## src/rtl/line_out_pkg.sv

```systemverilog
package line_out_pkg;
  typedef enum logic [1:0] {
    SCH_LEVEL = 2'b00,
    SCH_TRANS = 2'b01,
    SCH_DIFF  = 2'b10,
    SCH_ALT   = 2'b11
  } scheme_e;

  function automatic logic is_level(input logic [1:0] s);
    return (s == SCH_LEVEL) || (s == SCH_ALT);
  endfunction
endpackage

```

## src/rtl/line_rst_sync.sv

```systemverilog
module line_rst_sync #(
  parameter int STAGES = 2
) (
  input  logic clk,
  input  logic rst_n,
  output logic rst_n_sync
);
  logic [STAGES-1:0] chain_q;

  always_ff @(posedge clk or negedge rst_n) begin
    if (!rst_n) chain_q <= '0;
    else        chain_q <= {chain_q[STAGES-2:0], 1'b1};
  end

  assign rst_n_sync = chain_q[STAGES-1];
endmodule

```

## src/rtl/line_trans_enc.sv

```systemverilog
module line_trans_enc #(
  parameter int W = 8
) (
  input  logic [W-1:0] cur_i,
  input  logic [W-1:0] data_i,
  output logic [W-1:0] nxt_o
);
  for (genvar i = 0; i < W; i++) begin : g_bit
    // a zero data bit marks a transition on its pin
    assign nxt_o[i] = data_i[i] ? cur_i[i] : ~cur_i[i];
  end
endmodule

```

## src/rtl/line_diff_enc.sv

```systemverilog
module line_diff_enc #(
  parameter int W       = 8,
  parameter int TXP_BIT = 0,
  parameter int TXM_BIT = 1,
  parameter int OE_BIT  = 6,
  parameter int SPD_BIT = 7
) (
  input  logic         bit_i,
  input  logic [1:0]   rx_i,
  input  logic         speed_i,
  output logic [W-1:0] nxt_o
);
  logic rx_p, rx_m;
  assign rx_p = rx_i[1];
  assign rx_m = rx_i[0];

  always_comb begin
    nxt_o          = '0;
    nxt_o[TXP_BIT] = bit_i ? rx_p : ~rx_p;
    nxt_o[TXM_BIT] = bit_i ? rx_m : ~rx_m;
    nxt_o[OE_BIT]  = 1'b1;
    nxt_o[SPD_BIT] = speed_i;
  end
endmodule

```

## src/rtl/line_out_port.sv

```systemverilog
module line_out_port
  import line_out_pkg::*;
#(
  parameter int W         = 8,
  parameter int RST_STAGE = 2
) (
  input  logic         clk,
  input  logic         rst_n,
  input  logic [1:0]   scheme_i,
  input  logic         wr_i,
  input  logic         pop_req_i,
  input  logic         stuff_i,
  input  logic [W-1:0] tos_i,
  input  logic [1:0]   rx_pair_i,
  input  logic         speed_i,
  output logic [W-1:0] pins_o,
  output logic         pop_o
);
  localparam int TXP = 0;
  localparam int TXM = 1;
  localparam int OE  = W - 2;
  localparam int SPD = W - 1;

  logic         rst_ni;
  logic [W-1:0] latch_q, latch_d;
  logic [W-1:0] trans_nxt, diff_nxt;
  logic         pop_q, pop_d;
  logic         is_diff, send_bit;

  line_rst_sync #(.STAGES(RST_STAGE)) u_rst (
    .clk(clk), .rst_n(rst_n), .rst_n_sync(rst_ni)
  );

  assign is_diff  = (scheme_i == SCH_DIFF);
  assign send_bit = stuff_i ? 1'b0 : tos_i[0];

  line_trans_enc #(.W(W)) u_trans (
    .cur_i(latch_q), .data_i(tos_i), .nxt_o(trans_nxt)
  );

  line_diff_enc #(.W(W), .TXP_BIT(TXP), .TXM_BIT(TXM), .OE_BIT(OE), .SPD_BIT(SPD)) u_diff (
    .bit_i(send_bit), .rx_i(rx_pair_i), .speed_i(speed_i), .nxt_o(diff_nxt)
  );

  always_comb begin
    latch_d = latch_q;
    if (wr_i) begin
      unique case (scheme_i)
        SCH_TRANS: latch_d = trans_nxt;
        SCH_DIFF:  latch_d = diff_nxt;
        default:   latch_d = tos_i;
      endcase
    end
    pop_d = wr_i && pop_req_i && !(is_diff && stuff_i);
  end

  always_ff @(posedge clk or negedge rst_ni) begin
    if (!rst_ni) begin
      latch_q <= '0;
      pop_q   <= 1'b0;
    end else begin
      if (wr_i) latch_q <= latch_d;
      pop_q <= pop_d;
    end
  end

  assign pins_o = latch_q;
  assign pop_o  = pop_q;

  assert_hold_R4: assert property (@(posedge clk) disable iff (!rst_ni)
    !wr_i |=> $stable(pins_o) && !pop_o);

  assert_level_load_R2: assert property (@(posedge clk) disable iff (!rst_ni)
    (wr_i && is_level(scheme_i)) |=> pins_o == $past(tos_i));

  assert_pop_cause_R5: assert property (@(posedge clk) disable iff (!rst_ni)
    pop_o |-> $past(wr_i && pop_req_i));

  assert_diff_ctrl_R6: assert property (@(posedge clk) disable iff (!rst_ni)
    (wr_i && is_diff) |=> pins_o[OE] && pins_o[SPD] == $past(speed_i) && pins_o[OE-1:TXM+1] == '0);

  assert_stuff_R8: assert property (@(posedge clk) disable iff (!rst_ni)
    (wr_i && is_diff && stuff_i) |=> !pop_o && pins_o[TXP] == !$past(rx_pair_i[1])
                                     && pins_o[TXM] == !$past(rx_pair_i[0]));
endmodule

```

## config.mk

```make
export PLATFORM = sky130hd
export DESIGN_NAME = line_out_port
export DESIGN_NICKNAME = d
export VERILOG_FILES = /design/src/rtl/line_out_pkg.sv /design/src/rtl/line_rst_sync.sv /design/src/rtl/line_trans_enc.sv /design/src/rtl/line_diff_enc.sv /design/src/rtl/line_out_port.sv
export SDC_FILE = /design/constraint.sdc
export NUM_CORES = 1
export LEC_CHECK = 0
export ABC_AREA = 1
export CORE_ASPECT_RATIO = 1.2
export CORE_MARGIN = 2
export CORE_UTILIZATION = 25
export DETAILED_ROUTE_END_ITERATION = 7
export SLEW_MARGIN = 20
export SYNTH_ARGS = -nofsm -noshare
export SYNTH_HDL_FRONTEND = slang
export SYNTH_SLANG_ARGS = --single-unit
```

## constraint.sdc

```tcl
create_clock -name clk -period 1.1 [get_ports clk]
set_input_delay 0.22 -clock clk [delete_from_list [all_inputs] [get_ports clk]]
set_output_delay 0.22 -clock clk [all_outputs]
set_load 0.05 [all_outputs]
```

Word-level counts from Yosys, hierarchy flattened
Index checks and enable logic that the tools add are counted.

word-level totals
  bits in registers = 11
  output and inout bits = 9
  word-level logic and storage cells = 54

cells by class
  eq/ne operators = 10
  muxes and demuxes = 12
  bitwise logic cells = 10
  reductions and logical operators = 12

operator list
  kind                                                  count
  != test 2 bit (second input constant)                 8
  case mux 8 bit (2 select lines)                       1
  AND reduction 2 bit                                   8
  2-to-1 mux 1 bit                                      11
  inverter 1 bit                                        10
  logical AND 1 bit                                     3
  equality test 2 x 1 -> 1 bit (second input constant)  1
  equality test 2 bit (second input constant)           1
  logical NOT 1 bit                                     1

Logic depth before layout (Yosys ltp)
  word-level depth = 4
  mapped depth = 7
  mapped depth without buffers = 7

Modules after synthesis
Synthesis repeated with hierarchy kept, for this count alone.

second synthesis, totals
  cell total of the unflattened synthesis = 146
  area total of the unflattened synthesis = 873.3 um^2

by module, submodules not included
  module          instances  cells each  area each (um^2)  sequential area each (um^2)
  line_out_port   1          86          583.1             225.2
  line_trans_enc  1          40          150.1             0.0
  line_diff_enc   1          17          86.3              0.0
  line_rst_sync   1          3           53.8              50.0

Worst setup path after synthesis
Ideal clock, no wire load.

  path kind = input to register
  start = input port scheme_i[0]
  end = register latch_q[0] (netlist: pins_o[0])
  arrival time = 0.999 ns
  slack = 0.024 ns
  stages on the path = 6
  buffers on the path = 1
  path through = inv_1 ha_1 buf_6 nor2_2 nand3_1 a21oi_1

on the way
  longest elaborated chain between the ends = 3

RTL lines
  what                           RTL line             text
  start: declaration             line_out_port.sv:9   input logic [1:0] scheme_i,
  equality test 2 x 1 -> 1 bit   line_out_port.sv:48  unique case (scheme_i)
  != test 2 bit (no line)        --
  AND reduction 2 bit (no line)  --
  end signal: assignment         line_out_port.sv:62  if (wr_i) latch_q <= latch_d;
  end: declaration               line_out_port.sv:25  logic [W-1:0] latch_q, latch_d;

Parallel ways exist; a longest one is shown, timed or not.
A chain may end at the register's enable or synchronous reset.

Worst setup path after layout
  start = register latch_q[2] (netlist: pins_o[2])
  end = output port pins_o[2]

RTL lines
  what              RTL line             text
  end: declaration  line_out_port.sv:16  output logic [W-1:0] pins_o,

No word-level cell between the ends.

==> impl_metrics.py <==
metrics = {
    "run_status": {
        "status": "complete, no violations",
    },
    "global_route": {
        "antenna_found_initial": 0,
        "grt_pass1_wl_mm": 2.82,
        "track_usage_pct": 12.1,
        "grt_max_degree": 11,
        "grt_overflow_total": 0,
        "grt_pass1_vias": 691,
    },
    "sta": {
        "setup_tns_ns": 0,
        "max_freq_mhz": 920,
        "timing.final.ws_setup_ns": 0.0134,
        "maxSlewViolCount": 0,
        "hold_violations": 0,
        "whs_ns": 0.0968,
        "clock_skew_ns": 0.00319,
        "period_needed_ns": 1.09,
        "period_share_pct": 98.8,
        "rsz0062_at_grt": "yes",
        "setup-violations-final": 0,
    },
    "floorplanning": {
        "chipWidth_microns": 51.4,
        "ioPinCount": 27,
        "start_util_pct": 26.4,
        "core_area_sq_um": 2550,
        "rows": 20,
        "die_h_microns": 60.8,
        "die-area_sq_um": 3130,
    },
    "critical_path": {
        "r2r_start": "pins_o[0]",
        "critical_path_class": "flop to output port",
        "cp.arrival_ns": 0.87,
        "rr_endpoint": "pins_o[0]",
        "crit_fanout": 3,
        "ff2ff_path_depth": 6,
        "cp.buffers_inverters": 1,
        "critPathTopFamily": "flip-flops",
        "reg2reg_slack_ns": 0.11,
        "path_cells": "buf_12",
        "cp_slowest_cell": "dfrtp_1",
        "cp-start-kind": "flop",
        "cp-startpoint": "pins_o[2]",
        "worstPathRequired_ns": 0.88,
        "max_stage_delay_ns": 0.43,
        "endpoint_kind": "output port",
        "cp-endpoint": "pins_o[2]",
        "path_depth": 1,
    },
    "finish": {
        "n_antenna_cell": 0,
        "area_delta_synth_final_pct": 79.4,
        "drive_above_1_share_pct": 26.9,
        "final_cells": 167,
        "final_nets": 156,
    },
    "placement": {
        "dp.cells": 158,
        "post-place-ws_ns": -0.566,
        "place.gp.congestion": 0.766,
        "place_hpwl_mm": 1.28,
        "port_buffers": 26,
    },
    "drt": {
        "routed_wirelength_mm": 1.73,
        "vias_per_cell": 4.43,
        "initialDrtViolationCount": 18,
        "drtAntennaViolNets": 0,
        "drc_errors": 0,
        "first_pass_iters": 4,
        "vias": 740,
        "post_drt_wl_per_cell_microns": 10.4,
    },
    "pwr": {
        "peakVddDrop_uv": 575,
        "p_int_uw": 937,
        "switching_share_pct": 35.8,
        "switchingPower_uw": 522,
        "pwr-share-comb_pct": 45.4,
        "p_seq_share_pct": 35.3,
        "p_leak_nw": 0.567,
        "power_frac_clock_pct": 19.3,
        "p_per_area_nw_per_um2": 1210,
    },
    "clock_network": {
        "cts_tree": "done",
        "clockBufferDepth": 2,
        "cts_root_buffer": "clkbuf_4",
        "tritoncts.num_buffers": 3,
        "clock-sinks": 11,
        "clkTransAtPathRegs_ns": 0.07,
        "clock_latency_ns": 0.27,
        "hold_buffers": 0,
        "h-tree-depth": 1,
    },
    "yosys": {
        "ys_warn_count": 0,
        "syn_inst": 93,
        "synth_area_per_cell_sq_um": 7.24,
        "ys_seq_elements": 11,
        "netlist_area_sq_um": 673,
        "synth_nets": 114,
        "synth_area_leaders": "dfrtp_1 (41%), nand2_1 (15%), a21oi_1 (8.9%)",
        "synth_top_cell_by_area": "dfrtp_1",
        "ys_seq_area_share_pct": 40.9,
        "synth.distinct_cells": 16,
        "synth_top_area_share_pct": 40.9,
    },
    "min_path": {
        "hp-class": "input pin to asynchronous set/reset pin",
    },
    "run": {
        "cap_violations": 0,
    },
}
-- cell families (layout without fill, tap and decap cells) --
family                     count (synthesis)  count (layout)  synth area share (%)
DFF                                       11              11                  40.9
other                                      1               1                 0.557
buffers and inverters                     16              57                  11.7
adders and majority gates                  3               3                  5.58
and+or+nand+nor                           39              39                  23.6
AOI/OAI and AO/OA                         23              23                  17.7
-- stage by stage --
| step | utilization (%) | power [mW] | area [sq um] |
|---|---|---|---|
| after floorplan | - | 0.792 | 673 |
| after global placement | 43.2 | 1.12 | 1100 |
| after detailed placement | 43.2 | 1.12 | 1100 |
| after CTS | 46.3 | 1.46 | 1180 |
| after global routing | 47.3 | 1.53 | 1210 |
| final | 47.3 | 1.46 | 1210 |
-- layout make-up --
class	count	area (sq um)
timing repair buffer	40	458
inverter	13	48.8
fill	277	1350
clock buffer	4	26.3
sequential	11	275
tap	33	41.3
multi-input combinational	66	358
-- placed cells by master, fill, tap and decap left out --
master / Yosys / routed
nand2_1: 27 / 25
clkdlybuf4s50_1: 0 / 15
buf_4: 1 / 12
a21oi_1: 12 / 11
inv_1: 12 / 11
dfrtp_1: 11 / 11
buf_12: 0 / 9
nand3_1: 5 / 5
nor2_1: 5 / 5
o21ai_0: 9 / 5
o21ai_1: 1 / 5
clkbuf_4: 0 / 3
nand2_2: 0 / 2
inv_2: 1 / 2
ha_4: 0 / 2
buf_6: 2 / 2
nand3b_1: 1 / 1
nor2_4: 0 / 1
a21oi_2: 0 / 1
o21ai_2: 1 / 1
ha_1: 3 / 1
clkbuf_1: 0 / 1
clkdlybuf4s15_1: 0 / 1
clkbuf_2: 0 / 1
conb_1: 1 / 1
-- sequential cells by signal (all words and copies together), names as in the netlist --
signal	cells
u_rst.chain_q	2
pop_o	1
pins_o	8
-- routing by layer --
metal / GRT usage (%) / routed length [microns]
met5: 0 / 0
met2: 19.6 / 833
met3: 1.48 / 109
met1: 15.5 / 736
met4: 7.52 / 52
-- synthesized netlist by cell type --
library cell	instances
nand2_1	27
a21oi_1	12
inv_1	12
dfrtp_1	11
o21ai_0	9
nand3_1	5
nor2_1	5
ha_1	3
buf_6	2
buf_4	1
conb_1	1
inv_2	1
nand3b_1	1
nor2_2	1
o21ai_1	1
o21ai_2	1
-- timing repair --
item,4_1_cts,5_1_grt
resized for setup,12,7
endpoints found under the setup margin,13,13
pin swaps,1,3
buffers inserted,4,1
cloned,0,0
endpoints found under the hold margin,0,0
-- power groups by stage --
stage	logic [mW]	clock network, mW	registers (mW)
2_1_floorplan	0.136	0	0.657
6_report	0.662	0.282	0.515
4_1_cts	0.647	0.293	0.518
5_1_grt	0.709	0.304	0.522
3_5_place_dp	0.591	0	0.530
3_3_place_gp	0.588	0	0.531
-- worst min-delay path by stage --
stage	endpoint	slack, ns	depth (start not counted)
floorplan	u_rst.chain_q[0]	-0.08	0
global placement	pins_o[1]	0.16	0
detailed placement	pins_o[1]	0.17	0
CTS	u_rst.chain_q[0]	0.09	1
global route	u_rst.chain_q[0]	0.11	1
finish	u_rst.chain_q[1]	0.1	1
-- worst reg2reg max path, stage by stage (launching register included) --
cell,delay [ns]
dfrtp_1,0.40
buf_4,0.14
inv_1,0.03
nand3_1,0.07
nand2_1,0.05
nor2_1,0.11
a21oi_1,0.07
Note: power is estimated with default switching activity, not from simulation.
